--- src/rtl/seeprom_pkg.sv ---
package seeprom_pkg;
  localparam int WORD_W = 16;
  localparam logic [WORD_W-1:0] ERASED_WORD = '1;

  typedef enum logic [2:0] {
    ST_IDLE, ST_OPC, ST_ADDR, ST_DATA, ST_READ, ST_DONE
  } dec_state_e;

  localparam logic [1:0] OP_EXT   = 2'b00;
  localparam logic [1:0] OP_WRITE = 2'b01;
  localparam logic [1:0] OP_READ  = 2'b10;
  localparam logic [1:0] OP_ERASE = 2'b11;

  localparam logic [1:0] EXT_PROG_OFF = 2'b00;
  localparam logic [1:0] EXT_FILL     = 2'b01;
  localparam logic [1:0] EXT_CLEAR    = 2'b10;
  localparam logic [1:0] EXT_PROG_ON  = 2'b11;
endpackage

--- src/rtl/seeprom_cmd_dec.sv ---
module seeprom_cmd_dec
  import seeprom_pkg::*;
#(
  parameter int ADDR_W      = 6,
  parameter int BUSY_CYCLES = 16
) (
  input  logic              clk_i,
  input  logic              rst_ni,
  input  logic              cs_i,
  input  logic              din_i,
  input  logic              rise_i,
  output logic [ADDR_W-1:0] rd_addr_o,
  input  logic [WORD_W-1:0] rd_data_i,
  output logic              we_o,
  output logic              we_all_o,
  output logic [ADDR_W-1:0] wr_addr_o,
  output logic [WORD_W-1:0] wr_data_o,
  output logic              prog_en_o,
  output logic              dout_o
);
  localparam int CNT_W  = $clog2(WORD_W + 1);
  localparam int BUSY_W = $clog2(BUSY_CYCLES + 1);

  dec_state_e        state_q, state_d;
  logic [1:0]        opc_q, opc_d;
  logic [ADDR_W-1:0] addr_q, addr_d, addr_nxt;
  logic [WORD_W-1:0] data_q, data_d, data_nxt;
  logic [CNT_W-1:0]  cnt_q, cnt_d;
  logic [BUSY_W-1:0] busy_q, busy_d;
  logic              en_q, en_d, dout_q, dout_d, commit;
  logic [1:0]        ext_now, ext_held;

  assign addr_nxt = {addr_q[ADDR_W-2:0], din_i};
  assign data_nxt = {data_q[WORD_W-2:0], din_i};
  assign ext_now  = addr_nxt[ADDR_W-1 -: 2];
  assign ext_held = addr_q[ADDR_W-1 -: 2];

  always_comb begin
    state_d   = state_q;
    opc_d     = opc_q;
    addr_d    = addr_q;
    data_d    = data_q;
    cnt_d     = cnt_q;
    en_d      = en_q;
    dout_d    = dout_q;
    we_o      = 1'b0;
    we_all_o  = 1'b0;
    wr_addr_o = addr_q;
    wr_data_o = data_nxt;
    commit    = 1'b0;

    if (!cs_i) begin
      state_d = ST_IDLE;
    end else if (rise_i) begin
      unique case (state_q)
        ST_IDLE: if (din_i && busy_q == '0) begin
          state_d = ST_OPC;
          cnt_d   = CNT_W'(1);
        end
        ST_OPC: begin
          opc_d = {opc_q[0], din_i};
          if (cnt_q == '0) begin
            state_d = ST_ADDR;
            cnt_d   = CNT_W'(ADDR_W - 1);
          end else cnt_d = cnt_q - 1'b1;
        end
        ST_ADDR: begin
          addr_d = addr_nxt;
          if (cnt_q != '0) cnt_d = cnt_q - 1'b1;
          else begin
            state_d = ST_DONE;
            unique case (opc_q)
              OP_READ: begin
                data_d  = rd_data_i;
                dout_d  = 1'b0;                 // leading dummy bit
                cnt_d   = CNT_W'(WORD_W);
                state_d = ST_READ;
              end
              OP_WRITE: begin
                state_d = ST_DATA;
                cnt_d   = CNT_W'(WORD_W - 1);
              end
              OP_ERASE: if (en_q) begin
                we_o      = 1'b1;
                wr_addr_o = addr_nxt;
                wr_data_o = ERASED_WORD;
                commit    = 1'b1;
              end
              default: unique case (ext_now)
                EXT_PROG_ON:  en_d = 1'b1;
                EXT_PROG_OFF: en_d = 1'b0;
                EXT_CLEAR: if (en_q) begin
                  we_all_o  = 1'b1;
                  wr_data_o = ERASED_WORD;
                  commit    = 1'b1;
                end
                default: begin
                  state_d = ST_DATA;
                  cnt_d   = CNT_W'(WORD_W - 1);
                end
              endcase
            endcase
          end
        end
        ST_DATA: begin
          data_d = data_nxt;
          if (cnt_q != '0) cnt_d = cnt_q - 1'b1;
          else begin
            state_d = ST_DONE;
            if (en_q) begin
              commit   = 1'b1;
              we_all_o = (opc_q == OP_EXT) && (ext_held == EXT_FILL);
              we_o     = (opc_q == OP_WRITE);
            end
          end
        end
        ST_READ: begin
          if (cnt_q != '0) begin
            dout_d = data_q[WORD_W-1];
            data_d = {data_q[WORD_W-2:0], 1'b0};
            cnt_d  = cnt_q - 1'b1;
          end else state_d = ST_DONE;
        end
        default: ;
      endcase
    end

    if (!cs_i) dout_d = 1'b1;
    else if (state_d != ST_READ) dout_d = !(commit || busy_q != '0);
  end

  always_comb begin
    busy_d = busy_q;
    if (commit) busy_d = BUSY_W'(BUSY_CYCLES);
    else if (busy_q != '0) busy_d = busy_q - 1'b1;
  end

  always_ff @(posedge clk_i or negedge rst_ni) begin
    if (!rst_ni) begin
      state_q <= ST_IDLE;
      opc_q   <= '0;
      addr_q  <= '0;
      data_q  <= '0;
      cnt_q   <= '0;
      busy_q  <= '0;
      en_q    <= 1'b0;
      dout_q  <= 1'b1;
    end else begin
      state_q <= state_d;
      opc_q   <= opc_d;
      addr_q  <= addr_d;
      data_q  <= data_d;
      cnt_q   <= cnt_d;
      busy_q  <= busy_d;
      en_q    <= en_d;
      dout_q  <= dout_d;
    end
  end

  assign rd_addr_o = addr_nxt;
  assign prog_en_o = en_q;
  assign dout_o    = dout_q;

  a_r10_cs_low_releases: assert property (@(posedge clk_i) disable iff (!rst_ni)
    !cs_i |=> dout_q && state_q == ST_IDLE);
  a_r3_dummy_zero: assert property (@(posedge clk_i) disable iff (!rst_ni)
    $rose(state_q == ST_READ) |-> !dout_q);
  a_r11_busy_blocks_start: assert property (@(posedge clk_i) disable iff (!rst_ni)
    (busy_q != '0 && state_q == ST_IDLE) |=> state_q == ST_IDLE);
  a_r11_busy_shows_low: assert property (@(posedge clk_i) disable iff (!rst_ni)
    (busy_q > BUSY_W'(1) && cs_i && state_q != ST_READ) |=> !dout_q);
endmodule

--- config.mk ---
export PLATFORM = sky130hd
export DESIGN_NAME = seeprom_cmd_dec
export DESIGN_NICKNAME = d
export VERILOG_FILES = /design/src/rtl/seeprom_pkg.sv /design/src/rtl/seeprom_cmd_dec.sv
export SDC_FILE = /design/constraint.sdc
export NUM_CORES = 1
export LEC_CHECK = 0
export ABC_AREA = 1
export BUFFER_PORTS_ARGS = -buffer_cell sky130_fd_sc_hd__buf_4
export CAP_MARGIN = 0
export CORE_ASPECT_RATIO = 0.75
export CORE_MARGIN = 2
export CORE_UTILIZATION = 43
export CTS_BUF_LIST = sky130_fd_sc_hd__clkbuf_4 sky130_fd_sc_hd__clkbuf_8 sky130_fd_sc_hd__clkbuf_16
export DETAILED_ROUTE_END_ITERATION = 10
export GPL_TIMING_DRIVEN = 0
export PLACE_DENSITY = 0.73
export SLEW_MARGIN = 10
export SYNTH_ARGS = -nofsm -noshare
export SYNTH_HDL_FRONTEND = slang
export SYNTH_SLANG_ARGS = --single-unit
--- constraint.sdc ---
create_clock -name clk_i -period 2.5 [get_ports clk_i]
set_clock_uncertainty 0.05 [all_clocks]
set_input_delay 0.25 -clock clk_i [delete_from_list [all_inputs] [get_ports clk_i]]
set_output_delay 0.25 -clock clk_i [all_outputs]
set_load 0.02 [all_outputs]
==> results by group <==
Die
  – Starting Density: 0.445
  – Chip width: 97.1 um
  – Die footprint: 0.00717 mm2
  – Die Y-Extent: 73.9 um
  – Area of the core: 0.00629 mm2
  – FP Rows: 25
  – Top-Level Pins: 53

Cells and area
  – Most frequent cells in the layout: nand2_1 (82), buf_4 (67), inv_1 (45), dfrtp_1 (37), o21ai_0 (35)
  – Share of layout cells above drive strength 1: 0.321
  – N_diodes: 0
  – Nets: 481
  – Leading cell type in the layout, fill and taps excluded: nand2_1
  – Area delta synth->final: 29.3%

Job
  – Max cap viols: 0

Drt
  – Antenna-violating nets left: 0
  – DRT Pass-1 Iters: 5
  – Vias: 2735
  – Drt total wl: 7.18 mm
  – DRC viols: 0
  – Routed len/inst: 13.6 um
  – DRT iter0 DRCs: 244
  – Avg Vias per Cell: 5.17

Timing
  – Setup TNS: 0 ns
  – Final Slew Violations: 0
  – Least-Margin Pin Slew: 0.493 ns
  – Max Clock Freq: 406 MHz
  – Crit share post-route: 0.986
  – Relative max-transition margin: 0.672
  – Setup ws final: 0.0353 ns
  – Tmin final: 2.46 ns
  – Unrepaired setup endpoints after global routing: true
  – Fin. Hold Viols: 0
  – Setup Viol. Count Final: 0

Min path
  – Worst hold path depth: 4
  – Min-Delay Path Class: input port to register
  – Hold_sp: cs_i
  – Worst Hold End: dout_o

Placement
  – Port bufs: 52
  – Hpwl dp: 5.08 mm
  – Worst slack at placement: 0.138 ns
  – RD Place Congestion: 0.933

Pwr
  – Maximum vdd ir drop: 0.484 mV
  – Pwr dens: 1050 mW/mm2
  – Power Total: 3.81 mW
  – Leakage power: 1.78 nW

Global route
  – Initial antenna violation count: 0
  – Gr ovfl total: 0
  – First-pass GRT wire length: 11.2 mm
  – Vias in the first global route: 2382
  – Largest net degree at the start of global routing: 40
  – Overall Global Routing Usage: 0.192

Logic synthesis
  – Avg Synthesized Cell Area: 7.46 um2
  – Synth Cell Area: 0.00280 mm2
  – Yosys reg bits: 39
  – Netlist cell types: 41
  – Synthesized net count: 409
  – Yosys warnings: 0
  – Sequential fraction of the synthesis area: 0.349
  – Mapped Cells: 375

Critical path
  – Worst R2R Start: cnt_q[0]
  – Crit path launch type: register
  – Worst R2R End: cnt_q[1]
  – Critical Path AT: 2.16 ns
  – Reg-to-reg slack, setup: 0.44 ns
  – Worst setup EP type: primary output
  – WP data required: 2.20 ns
  – R2R cell count: 13
  – Largest fanout on the critical path: 8
  – Critical setup path kind: register to primary output
  – Critical path startpoint: cnt_q[0]

Clock tree
  – Sinks on Clock Net: 39
  – CTS Buf Count: 5
  – Worst-Skew Late Latency: 0.29 ns
  – CTS tree: done
  – # H-tree levels: 2
  – CTS clk-pin slew, worst paths: 0.08 ns
  – Root buffer cell: clkbuf_8
  – Maximum root-to-sink buffer count: 2

Outcome
  – Status: finished, final reports clean
==> through the flow <==
step	instances	instance area, um2	hold slack [ns]	util
after floorplan	375	2800	-0.0956	-
after global placement	508	3290	0.205	0.523
after detailed placement	508	3290	0.206	0.523
after CTS	518	3440	0.153	0.547
after global routing	529	3620	0.162	0.575
final	529	3620	0.160	0.575
==> what timing repair did <==
action | in CTS | in global routing
resized for setup | 6 | 32
hold buffers | 1 | 0
setup endpoints to repair | 18 | 22
gates cloned | 0 | 1
hold endpoints to repair | 38 | 0
pin swaps | 1 | 8
buffers inserted | 1 | 10
==> critical path, stage by stage (launching register included) <==
cell and delay [ns]:
dfrtp_1 0.39, inv_2 0.12, ha_4 0.14, inv_2 0.03, nor2_2 0.10, nand2_2 0.13, buf_8 0.15, nor3_4 0.25
nand2_4 0.16, clkinvlp_4 0.16, a21oi_1 0.06, buf_4 0.17
==> metal layers <==
| metal | global-route usage | wire length [um] | up-vias | share of wire |
|---|---|---|---|---|
| met5 | 0 | 0 | - | 0 |
| met4 | 0.0516 | 88 | 0 | 0.012 |
| met3 | 0.0352 | 334 | 11 | 0.047 |
| met2 | 0.285 | 3320 | 79 | 0.46 |
| met1 | 0.288 | 3430 | 1286 | 0.48 |
| li1 | - | - | 1359 | - |
==> cell families (layout without fill, tap and decap cells) <==
family | after synthesis | count (layout) | synth area share
AOI/OAI and AO/OA | 95 | 95 | 0.203
xor gates and xnor gates | 3 | 3 | 0.00939
adders and majority gates | 13 | 13 | 0.0581
buffers and inverters | 75 | 148 | 0.128
DFF | 39 | 39 | 0.349
muxes | 1 | 1 | 0.00358
and+or+nand+nor | 149 | 149 | 0.249
==> Yosys cell counts <==
master | number | share of area
a21boi_0 | 1 | 0.0027
a21oi_1 | 20 | 0.036
a21oi_2 | 1 | 0.0031
a22oi_1 | 1 | 0.0027
a31oi_1 | 4 | 0.0089
a31oi_2 | 2 | 0.0089
buf_2 | 1 | 0.0018
buf_4 | 9 | 0.024
buf_6 | 5 | 0.020
clkbuf_1 | 2 | 0.0027
clkinv_1 | 1 | 0.0013
dfrtp_1 | 38 | 0.34
dfstp_2 | 1 | 0.0094
ha_1 | 13 | 0.058
inv_1 | 50 | 0.067
inv_2 | 5 | 0.0067
inv_4 | 2 | 0.0045
mux2i_1 | 1 | 0.0036
nand2_1 | 83 | 0.11
nand2_2 | 9 | 0.020
nand2_4 | 1 | 0.0040
nand3_1 | 12 | 0.021
nand3_4 | 1 | 0.0063
nand4_1 | 5 | 0.011
nor2_1 | 23 | 0.031
nor2_2 | 6 | 0.013
nor2_4 | 6 | 0.024
nor3_1 | 2 | 0.0036
nor4_1 | 1 | 0.0022
o2111ai_1 | 1 | 0.0031
o211ai_1 | 13 | 0.035
o211ai_2 | 1 | 0.0045
o21a_1 | 2 | 0.0054
o21ai_0 | 37 | 0.066
o21ai_1 | 8 | 0.014
o21ai_2 | 1 | 0.0031
o21bai_2 | 1 | 0.0040
o22ai_1 | 1 | 0.0022
o31ai_1 | 1 | 0.0027
xnor2_1 | 1 | 0.0031
xor2_1 | 2 | 0.0063
==> flip-flops by register name, summed over array words and instances (netlist names) <==
register / cells
opc_q: 2
prog_en_o: 1
state_q: 3
dout_o: 1
busy_q: 5
addr_q: 6
data_q: 16
cnt_q: 5
==> report_power, final <==
part / switching (mW) / internal [mW]
Sequential: 0.168 / 0.887
Clock: 0.228 / 0.323
Combinational: 1.29 / 0.915
==> worst max path at each step <==
| stage | to | slack [ns] |
|---|---|---|
| final | wr_data_o[0] | 0.04 |
| after global routing | wr_data_o[4] | -0.05 |
| after CTS | wr_data_o[7] | 0.02 |
| after detailed placement | wr_data_o[7] | 0.14 |
| after global placement | wr_data_o[8] | 0.17 |
| after floorplan | wr_addr_o[0] | 0.42 |
==> final cells by class <==
cell class	count	area, um2
Tap cell	81	101
Inverter	58	231
Clock buffer	6	82.6
Timing Repair inverter	1	7.51
Clock inverter	2	35.0
Sequential cell	39	978
Fill cell	565	2670
Multi-Input combinational cell	261	1540
Buffer	17	141
Timing Repair Buffer	64	502
(Power assumes the default switching activity.)
